<file path="src/rtl/arr_pkg.sv">
package arr_pkg;
  localparam int BUF_IDX_W  = 3;
  localparam int CFG_DATA_W = 4;
  localparam int BYTE_SEL_W = 4;

  typedef enum logic { CFG_BUF = 1'b0, CFG_MAP = 1'b1 } cfg_sel_e;

  typedef enum logic [1:0] {
    MODE_LEGACY = 2'd0,
    MODE_ENH    = 2'd1,
    MODE_FIFO   = 2'd2,
    MODE_RSVD   = 2'd3
  } op_mode_e;

  typedef struct packed {
    logic                 vld;
    logic [BUF_IDX_W-1:0] idx;
  } map_entry_t;

  function automatic logic mode_allows_reply(input logic [1:0] m);
    return (m == MODE_ENH) || (m == MODE_FIFO);
  endfunction
endpackage

</file>
<file path="src/rtl/arr_cfg_regs.sv">
module arr_cfg_regs
  import arr_pkg::*;
#(
  parameter int NBUF  = 6,
  parameter int NFILT = 16,
  parameter int FW    = 4
) (
  input  logic                  clk,
  input  logic                  rst_n,
  input  logic                  cfg_we,
  input  logic                  cfg_sel,
  input  logic [FW-1:0]         cfg_idx,
  input  logic [CFG_DATA_W-1:0] cfg_data,
  output logic [NBUF-1:0]       buf_tx,
  output logic [NBUF-1:0]       buf_en,
  output map_entry_t            map_tab [NFILT]
);
  // Per-buffer direction and enable bits
  for (genvar b = 0; b < NBUF; b++) begin : g_bcfg
    always_ff @(posedge clk) begin
      if (!rst_n) begin
        buf_tx[b] <= 1'b0;
        buf_en[b] <= 1'b0;
      end else if (cfg_we && cfg_sel == CFG_BUF && cfg_idx == FW'(b)) begin
        buf_tx[b] <= cfg_data[0];
        buf_en[b] <= cfg_data[1];
      end
    end
  end

  // Filter-to-buffer association table
  for (genvar f = 0; f < NFILT; f++) begin : g_map
    always_ff @(posedge clk) begin
      if (!rst_n) begin
        map_tab[f] <= '0;
      end else if (cfg_we && cfg_sel == CFG_MAP && cfg_idx == FW'(f)) begin
        map_tab[f].vld <= cfg_data[3];
        map_tab[f].idx <= cfg_data[BUF_IDX_W-1:0];
      end
    end
  end
endmodule

</file>
<file path="src/rtl/arr_hit_decode.sv">
module arr_hit_decode
  import arr_pkg::*;
#(
  parameter int NBUF  = 6,
  parameter int NFILT = 16,
  parameter int FW    = 4
) (
  input  logic             hit_take,
  input  logic             hit_rtr,
  input  logic [FW-1:0]    hit_filter,
  input  logic [1:0]       op_mode,
  input  logic [NBUF-1:0]  buf_tx,
  input  logic [NBUF-1:0]  buf_en,
  input  map_entry_t       map_tab [NFILT],
  output logic [NBUF-1:0]  qual
);
  map_entry_t ent;
  logic       gate;

  always_comb begin
    ent = '0;
    for (int f = 0; f < NFILT; f++) begin
      if (hit_filter == FW'(f)) ent = map_tab[f];
    end
  end

  assign gate = hit_take && hit_rtr && ent.vld && mode_allows_reply(op_mode);

  for (genvar b = 0; b < NBUF; b++) begin : g_qual
    assign qual[b] = gate && (ent.idx == BUF_IDX_W'(b)) && buf_tx[b] && buf_en[b];
  end
endmodule

</file>
<file path="src/rtl/arr_req_flags.sv">
module arr_req_flags
  import arr_pkg::*;
#(
  parameter int NBUF = 6
) (
  input  logic                 clk,
  input  logic                 rst_n,
  input  logic [NBUF-1:0]      qual,
  input  logic [NBUF-1:0]      host_set,
  input  logic                 done_take,
  input  logic [BUF_IDX_W-1:0] done_buf,
  output logic [NBUF-1:0]      pending,
  output logic [NBUF-1:0]      fire_q
);
  logic [NBUF-1:0] done_vec;
  logic [NBUF-1:0] fire_d;

  for (genvar b = 0; b < NBUF; b++) begin : g_flag
    assign done_vec[b] = done_take && (done_buf == BUF_IDX_W'(b));
    // No fresh request for a buffer that is already pending
    assign fire_d[b]   = qual[b] && !pending[b];

    always_ff @(posedge clk) begin
      if (!rst_n) begin
        pending[b] <= 1'b0;
        fire_q[b]  <= 1'b0;
      end else begin
        fire_q[b]  <= fire_d[b];
        pending[b] <= (pending[b] && !done_vec[b]) || fire_d[b] || host_set[b];
      end
    end
  end

  a_r2_onehot_fire: assert property (@(posedge clk) disable iff (!rst_n)
    $onehot0(fire_q));
  a_r2_fire_sets_pending: assert property (@(posedge clk) disable iff (!rst_n)
    (|fire_q) |-> ((fire_q & pending) == fire_q));
  a_r7_no_requeue: assert property (@(posedge clk) disable iff (!rst_n)
    (|fire_q) |-> ((fire_q & $past(pending)) == '0));
endmodule

</file>
<file path="src/rtl/arr_buf_bank.sv">
module arr_buf_bank
  import arr_pkg::*;
#(
  parameter int NBUF  = 6,
  parameter int BYTES = 10
) (
  input  logic                  clk,
  input  logic                  rst_n,
  input  logic                  wr_take,
  input  logic [BUF_IDX_W-1:0]  wr_buf,
  input  logic [BYTE_SEL_W-1:0] wr_byte,
  input  logic [7:0]            wr_data,
  input  logic [NBUF-1:0]       pending,
  input  logic [BUF_IDX_W-1:0]  rd_buf,
  input  logic [BYTE_SEL_W-1:0] rd_byte,
  output logic [7:0]            rd_data,
  output logic                  wr_ignored
);
  logic [7:0]      mem [NBUF][BYTES];
  logic [NBUF-1:0] tgt;
  logic            locked_hit;

  for (genvar b = 0; b < NBUF; b++) begin : g_row
    assign tgt[b] = wr_take && (wr_buf == BUF_IDX_W'(b));
    for (genvar k = 0; k < BYTES; k++) begin : g_byte
      always_ff @(posedge clk) begin
        if (!rst_n) mem[b][k] <= 8'h00;
        else if (tgt[b] && !pending[b] && wr_byte == BYTE_SEL_W'(k)) mem[b][k] <= wr_data;
      end
    end
  end

  assign locked_hit = |(tgt & pending);

  always_ff @(posedge clk) begin
    if (!rst_n) wr_ignored <= 1'b0;
    else        wr_ignored <= locked_hit;
  end

  always_comb begin
    rd_data = 8'h00;
    for (int b = 0; b < NBUF; b++) begin
      for (int k = 0; k < BYTES; k++) begin
        if (rd_buf == BUF_IDX_W'(b) && rd_byte == BYTE_SEL_W'(k)) rd_data = mem[b][k];
      end
    end
  end

  a_r6_ignore_only_locked: assert property (@(posedge clk) disable iff (!rst_n)
    wr_ignored |-> ($past(wr_take) && ($past(pending & tgt) != '0)));
endmodule

</file>
<file path="src/rtl/arr_unit.sv">
module arr_unit
  import arr_pkg::*;
#(
  parameter int NBUF  = 6,
  parameter int NFILT = 16,
  parameter int BYTES = 10,
  localparam int FW   = $clog2(NFILT)
) (
  input  logic                  clk,
  input  logic                  rst_n,
  input  logic [1:0]            op_mode,
  input  logic                  cfg_we,
  input  logic                  cfg_sel,
  input  logic [FW-1:0]         cfg_idx,
  input  logic [CFG_DATA_W-1:0] cfg_data,
  input  logic                  hit_valid,
  output logic                  hit_ready,
  input  logic [FW-1:0]         hit_filter,
  input  logic                  hit_rtr,
  input  logic                  wr_valid,
  output logic                  wr_ready,
  input  logic [BUF_IDX_W-1:0]  wr_buf,
  input  logic [BYTE_SEL_W-1:0] wr_byte,
  input  logic [7:0]            wr_data,
  output logic                  wr_ignored,
  input  logic [NBUF-1:0]       host_txreq,
  input  logic                  done_valid,
  output logic                  done_ready,
  input  logic [BUF_IDX_W-1:0]  done_buf,
  input  logic [BUF_IDX_W-1:0]  rd_buf,
  input  logic [BYTE_SEL_W-1:0] rd_byte,
  output logic [7:0]            rd_data,
  output logic [NBUF-1:0]       pending,
  output logic [NBUF-1:0]       auto_fire
);
  logic            up_q;
  logic [NBUF-1:0] buf_tx, buf_en, qual;
  map_entry_t      map_tab [NFILT];

  always_ff @(posedge clk) begin
    if (!rst_n) up_q <= 1'b0;
    else        up_q <= 1'b1;
  end

  assign hit_ready  = up_q;
  assign wr_ready   = up_q;
  assign done_ready = up_q;

  arr_cfg_regs #(.NBUF(NBUF), .NFILT(NFILT), .FW(FW)) cfg_i (
    .clk, .rst_n, .cfg_we, .cfg_sel, .cfg_idx, .cfg_data,
    .buf_tx, .buf_en, .map_tab
  );

  arr_hit_decode #(.NBUF(NBUF), .NFILT(NFILT), .FW(FW)) dec_i (
    .hit_take(hit_valid && up_q), .hit_rtr, .hit_filter, .op_mode,
    .buf_tx, .buf_en, .map_tab, .qual
  );

  arr_req_flags #(.NBUF(NBUF)) flg_i (
    .clk, .rst_n, .qual, .host_set(host_txreq & {NBUF{up_q}}),
    .done_take(done_valid && up_q), .done_buf, .pending, .fire_q(auto_fire)
  );

  arr_buf_bank #(.NBUF(NBUF), .BYTES(BYTES)) bank_i (
    .clk, .rst_n, .wr_take(wr_valid && up_q), .wr_buf, .wr_byte, .wr_data,
    .pending, .rd_buf, .rd_byte, .rd_data, .wr_ignored
  );

  a_r3_mode_gate: assert property (@(posedge clk) disable iff (!rst_n)
    (|auto_fire) |-> ($past(op_mode) == MODE_ENH || $past(op_mode) == MODE_FIFO));
  a_r5_fire_needs_rtr: assert property (@(posedge clk) disable iff (!rst_n)
    (|auto_fire) |-> ($past(hit_valid) && $past(hit_rtr)));
  a_r1_ready_after_reset: assert property (@(posedge clk) disable iff (!rst_n)
    $past(rst_n) |-> (hit_ready && wr_ready && done_ready));
endmodule

</file>
<file path="config.mk">
export PLATFORM = sky130hd
export DESIGN_NAME = arr_unit
export DESIGN_NICKNAME = d
export VERILOG_FILES = /design/src/rtl/arr_pkg.sv /design/src/rtl/arr_cfg_regs.sv /design/src/rtl/arr_hit_decode.sv /design/src/rtl/arr_req_flags.sv /design/src/rtl/arr_buf_bank.sv /design/src/rtl/arr_unit.sv
export SDC_FILE = /design/constraint.sdc
export NUM_CORES = 1
export LEC_CHECK = 0
export ABC_AREA = 1
export ABC_CLOCK_PERIOD_IN_PS = 6500
export BUFFER_PORTS_ARGS = -buffer_cell sky130_fd_sc_hd__buf_2
export CORE_MARGIN = 4
export CORE_UTILIZATION = 23
export DETAILED_ROUTE_END_ITERATION = 10
export PLACE_DENSITY_LB_ADDON = 0.05
export SLEW_MARGIN = 20
export SYNTH_ARGS = -nofsm -noshare
export SYNTH_HDL_FRONTEND = slang
export SYNTH_SLANG_ARGS = --single-unit
export TNS_END_PERCENT = 50
</file>
<file path="constraint.sdc">
create_clock -name clk -period 6.5 [get_ports clk]
set_input_delay 0.65 -clock clk [delete_from_list [all_inputs] [get_ports clk]]
set_output_delay 0.65 -clock clk [all_outputs]
set_load 0.01 [all_outputs]
</file>
* Yosys cells after proc, flatten, opt, wreduce, memory -nomap -nowiden
Memories as Yosys holds them, arrays and structs flattened.
Index checks and enable logic that the tools add are counted.
** Word-level totals
- Register bits :: 90
- Memory bits (writable) :: 480
- Bits of input ports :: 53
- Output and inout port bits :: 24
- Memories kept :: 1
** Memories
- bank_i.mem :: depth 6, bits a word 80, rd ports 6, clocked after Yosys merged registers in 0, wr ports 6, RTL line arr_buf_bank.sv:19 : logic [7:0] mem [NBUF][BYTES];
** Operators by class
- Equality and inequality tests :: 70
- Multiplexer cells :: 318
- Bitwise gates (word level) :: 63
- Reductions and logical operators :: 232
** Operators with widths (count)
- two-way mux 8 bit :: 120
- logical AND 1 bit :: 198
- two-way mux 1 bit :: 182
- equality test 4 bit, second input constant :: 20
- equality test 4 x 3 -> 1 bit, second input constant :: 16
- two-way mux 4 bit :: 16
- OR 1 bit :: 60
- equality test 4 x 2 -> 1 bit, second input constant :: 8
- equality test 3 x 2 -> 1 bit, second input constant :: 8
- equality test 3 bit, second input constant :: 8
- equality test 4 x 1 -> 1 bit, second input constant :: 4
- logical NOT 4 bit :: 4
- logical OR 1 bit :: 13
- AND 6 bit :: 2
- equality test 3 x 1 -> 1 bit, second input constant :: 4
- logical NOT 1 bit :: 12
- logical NOT 3 bit :: 4
- OR reduction 6 bit :: 1
- equality test 2 x 1 -> 1 bit, second input constant :: 1
- equality test 2 bit, second input constant :: 1
- NOT 1 bit :: 1

* Depth between registers and ports, before layout
- Word-level depth :: 62
- Gate-level depth with buffers :: 37

* Modules after synthesis
A second synthesis with hierarchy kept.
** Unflattened totals
- Cell total of the unflattened synthesis :: 3098
- Area, all modules :: 26823.2 um^2
** By module, submodules not included
- arr_buf_bank :: instances 1, cells an instance 2269, area each 21805.9 um^2, sequential area each 14433.8 um^2
- arr_cfg_regs :: instances 1, cells an instance 540, area each 3497.1 um^2, sequential area each 1521.5 um^2
- arr_hit_decode :: instances 1, cells an instance 200, area each 930.9 um^2, sequential area each 0.0 um^2
- arr_req_flags :: instances 1, cells an instance 67, area each 475.5 um^2, sequential area each 240.2 um^2
- arr_unit :: instances 1, cells an instance 22, area each 113.9 um^2, sequential area each 20.0 um^2

* Least setup slack after synthesis
Ideal clock, no wire load.
- Kind :: input to output
- Start point :: input port rd_byte[3]
- End point :: output port rd_data[4]
- Data arrival time :: 3235 ps
- Required time :: 5850 ps
- Slack :: 2615 ps
- Stages :: 34
- Path through :: inv_1 nand2_1 nor2_2 nand2_2 buf_6 or2_0 nand2_1 nand4_1 nor2_1 nand4_1 nand2_1 nand4_1 nor2_1 nand4_1 nand2_1 nand4_1 nor2_1 nand4_1 nand2_1 nand4_1 nand2_1 nand4_1 nor2_1 nand4_1 nand2_1 nand4_1 nor2_1 nand4_1 nand2_1 nand3_1 nand2_1 nand4_1 nor2_1 nand3_1
** Between the ends
- Longest elaborated chain between the ends :: 62
** Ends and longest elaborated chain
- start: declaration :: RTL line arr_unit.sv:31 : input logic [BYTE_SEL_W-1:0] rd_byte,
- logical NOT 4 bit :: RTL line arr_buf_bank.sv:44 : if (rd_buf == BUF_IDX_W'(b) && rd_byte == BYTE_SEL_W'(k)) rd_data = mem[b][k];
- logical AND 1 bit :: RTL line arr_buf_bank.sv:44
- two-way mux 8 bit (59 in a row) :: RTL line arr_buf_bank.sv:44
- two-way mux 8 bit (*) :: RTL line arr_buf_bank.sv:44
- end: declaration :: RTL line arr_unit.sv:32 : output logic [7:0] rd_data,
Every way passes the cells marked *; elsewhere a longest branch is shown, timed or not.

* Final worst setup path
- Start point :: input port rd_buf[2]
- End point :: output port rd_data[7]
** Between the ends
- Longest elaborated chain between the ends :: 62
** Ends and longest elaborated chain
- start: declaration :: RTL line arr_unit.sv:30 : input logic [BUF_IDX_W-1:0] rd_buf,
- logical NOT 3 bit :: RTL line arr_buf_bank.sv:44
- logical AND 1 bit :: RTL line arr_buf_bank.sv:44
- two-way mux 8 bit (59 in a row) :: RTL line arr_buf_bank.sv:44
- two-way mux 8 bit (*) :: RTL line arr_buf_bank.sv:44
Marks and branches as above.

==> results.tsv <==
metric	value	unit
status	complete, no violations	
initial core utilization	23.27	%
clk sinks	570	
First DRT Iteration DRCs	1535	
clock root buffer master	clkbuf_16	
worst reg-to-reg path cell count	14	
worst reg2reg endpoint	flg_i.pending[2]$_SDFF_PN0_	
Die ar.	117900	sq um
CP Launch Type	input port	
part of the power in registers	47.8	%
R2R Path Start	cfg_i.map_tab[58]$_SDFFE_PN0P_	
Switching Fraction	24.49	%
GRT overflow	0	
Detail Route Antenna Nets	0	
CP Data Arrival Time	5.55	ns
Final Hold Viols	0	
Pre-antenna DRT Iters	5	
Total GRT Usage	16.45	%
Post-Synth Adder-Cell Area	0	%
post-synthesis mux area share	0.07742	%
#FFs+latches synth	570	
MaxCap Viol Count	0	
Bufs on Longest Clock Path	3	
layout cells sized above 1	12.08	%
Finished Core Util	27.80	%
largest net degree at the start of global routing	97	
first-pass GRT wire length	141800	um
R2R setup slack	3.83	ns
commonest non-fill, non-tap cell in the layout	nor2_1	
Synth Area in XOR/XNOR	0.03387	%
CP Capture Type	primary output	
RSZ-0062 raised after global routing	false	
worst slew pin tran	1.115	ns
Worst path slowest cell	nor3_1	
largest cells by area after synthesis	edfxtp_1 56%, nor2_1 12%, nand2_1 9.3%	
Worst Setup EP	rd_data[7]	
Worst Path Required	5.85	ns
Reg clk slew, reported paths	0.06	ns
Area Growth Syn to Fin	19.49	%
Post-Synthesis Cell Area	25860	sq um
Worst path max stage delay	0.66	ns
vias per cell	4.445	
Mapped Cells	2873	
P_leak	11.80	nW
Filler Cell Count	12070	
P per Cell Area	278.1	nW/um^2
DP HPWL	64670	um
area of the multi-input gates	8448	sq um
min-delay worst type	input port to register	
Synth cell types	38	
WS Path Type	input port to primary output	
fraction of the yosys area taken by sequential cells	62.71	%
drt wl/cell	21.47	um
Period minus WS final	6.203	ns
Yosys top cell area share	55.74	%
Avg Inst Size Synth	9.000	sq um
post-synthesis compound-gate area fraction	3.436	%
Setup violations, final	0	
Core ar.	111100	sq um
Core Rows	122	
final wirelength	97700	um
Final Power	8.593	mW
peak supply drop	156.8	uV
antenna violations before repair	3	
fin crit share	95.43	%
Synthesis Warnings	0	
GPL Wtd Cong	0.8026	
Psw	2.105	mW
Worst slew margin	25.65	%
die height	343.3	um
crit-path max FO	10	
cell repeated most along the worst path	nand4_1	
fmax	161.2	MHz
most frequent cells in the layout	785 x nor2_1, 638 x nand2_1, 480 x edfxtp_1, 225 x inv_1, 136 x nand3_1	
final slew viol count	0	
Die X	343.3	um
worst setup path start	rd_buf[2]	
# H-tree levels	3	
Net Count, Synth	2926	
internal power	6.488	mW
Storage cell area	16220	sq um
# diodes	0	
clock insertion delay at the later pin of the skew report	0.63	ns
total CTS buffers	74	
Clock power frac	46.6	%
number of port buffers	76	
DRC	0	
Clock Skews	0.02606	ns
largest family of logic cells by synthesized area	simple AND/OR/NAND/NOR gates	
CTS tree	built	
final net count	3058	
area leader, netlist	edfxtp_1	
number of global-route vias before repair	20550	
area share of and/or/nand/nor cells after synthesis	28.42	%
vias	20230	
Setup TNS	0	ns
logic gate share of total power	5.5	%
Ports	77	
final cells by class:
| class | instances | area share (%) |
|---|---|---|
| clock buffers | 92 | 6.415 |
| clock inverters | 42 | 1.118 |
| multi-input cells | 1948 | 27.34 |
| flip-flops and latches | 570 | 52.48 |
| repair buffers | 164 | 3.564 |
| well taps | 1488 | 6.026 |
| inverters | 247 | 3.049 |
power by group through the flow:
stage | Clock, mW | Combinational, mW | Sequential [mW]
final | 4.01 | 0.476 | 4.11
after global routing | 4.28 | 0.522 | 4.12
after CTS | 4.13 | 0.483 | 4.11
after detailed placement | 0 | 0.482 | 4.19
after global placement | 0 | 0.480 | 4.19
after floorplan | 0 | 0.236 | 4.17
critical path: cells and delay by family:
kind	cells	cell delay, ns
AND/OR/NAND/NOR	23	3.86
buffers and inverters	6	1.04
timing repair:
item,in CTS,in global routing
resized for setup,0,37
setup buffers,0,3
endpoints found under the setup margin,0,4
hold buffers,0,0
cell usage after synthesis (all sizes together):
cell type / n
a21oi: 69
and3: 4
a41oi: 1
a211oi: 1
dfxtp: 90
a2111oi: 2
mux2i: 2
nand3: 142
nor3b: 1
inv: 232
a31oi: 6
nor3: 20
clkbuf: 96
nand2: 646
clkinv: 15
o22ai: 5
nor2: 804
o311ai: 1
o21ai: 75
o31ai: 1
or2: 45
edfxtp: 480
o21a: 2
o2111ai: 3
xnor2: 1
buf: 12
nor4: 7
nand4: 109
o211ai: 1
metrics by stage:
step                hold WS, ns  area (sq um)  std cells  worst slack (ns)
global placement         0.4392         28430       4416            0.1015
global route             0.2724         30900       4551          0.003568
CTS                      0.2379         30760       4550           0.08226
floorplan                0.4245         25860       2873             2.615
detailed placement       0.4476         28430       4416            0.1041
finish                   0.2960         30900       4551            0.2970
sequential cells by signal, summed over array words and instances, names as in the netlist:
| name | count |
|---|---|
| bank_i.mem | 480 |
| bank_i.wr_ignored | 1 |
| cfg_i.buf_en | 6 |
| cfg_i.buf_tx | 6 |
| cfg_i.map_tab | 64 |
| done_ready | 1 |
| flg_i.fire_q | 6 |
| flg_i.pending | 6 |
worst min-delay path by stage:
stage	startpoint	to	slack, ns	cells after the start
3_5_place_dp	cfg_i.buf_tx[3]$_SDFFE_PN0P_	cfg_i.buf_tx[3]$_SDFFE_PN0P_	0.45	2
2_1_floorplan	cfg_i.map_tab[45]$_SDFFE_PN0P_	cfg_i.map_tab[45]$_SDFFE_PN0P_	0.42	2
3_3_place_gp	cfg_i.map_tab[49]$_SDFFE_PN0P_	cfg_i.map_tab[49]$_SDFFE_PN0P_	0.44	2
6_report	host_txreq[4]	flg_i.pending[4]$_SDFF_PN0_	0.30	3
5_1_grt	host_txreq[1]	flg_i.pending[1]$_SDFF_PN0_	0.27	3
4_1_cts	host_txreq[1]	flg_i.pending[1]$_SDFF_PN0_	0.24	3
layer usage:
metal  vias to the layer above  GRT usage (%)  wire [um]
met3                       120          2.684       4709
met4                         2          4.573       2191
met2                       478          26.37      44630
met1                      9891          23.01      46150
li1                       9739              -          -
met5                         -              0         16
cells by family after synthesis:
| logic type | Yosys count |
|---|---|
| flops | 570 |
| compound gates | 167 |
| mux | 2 |
| simple gates | 1778 |
| buf+inv | 355 |
| xor+xnor | 1 |
(Power assumes the default switching activity.)
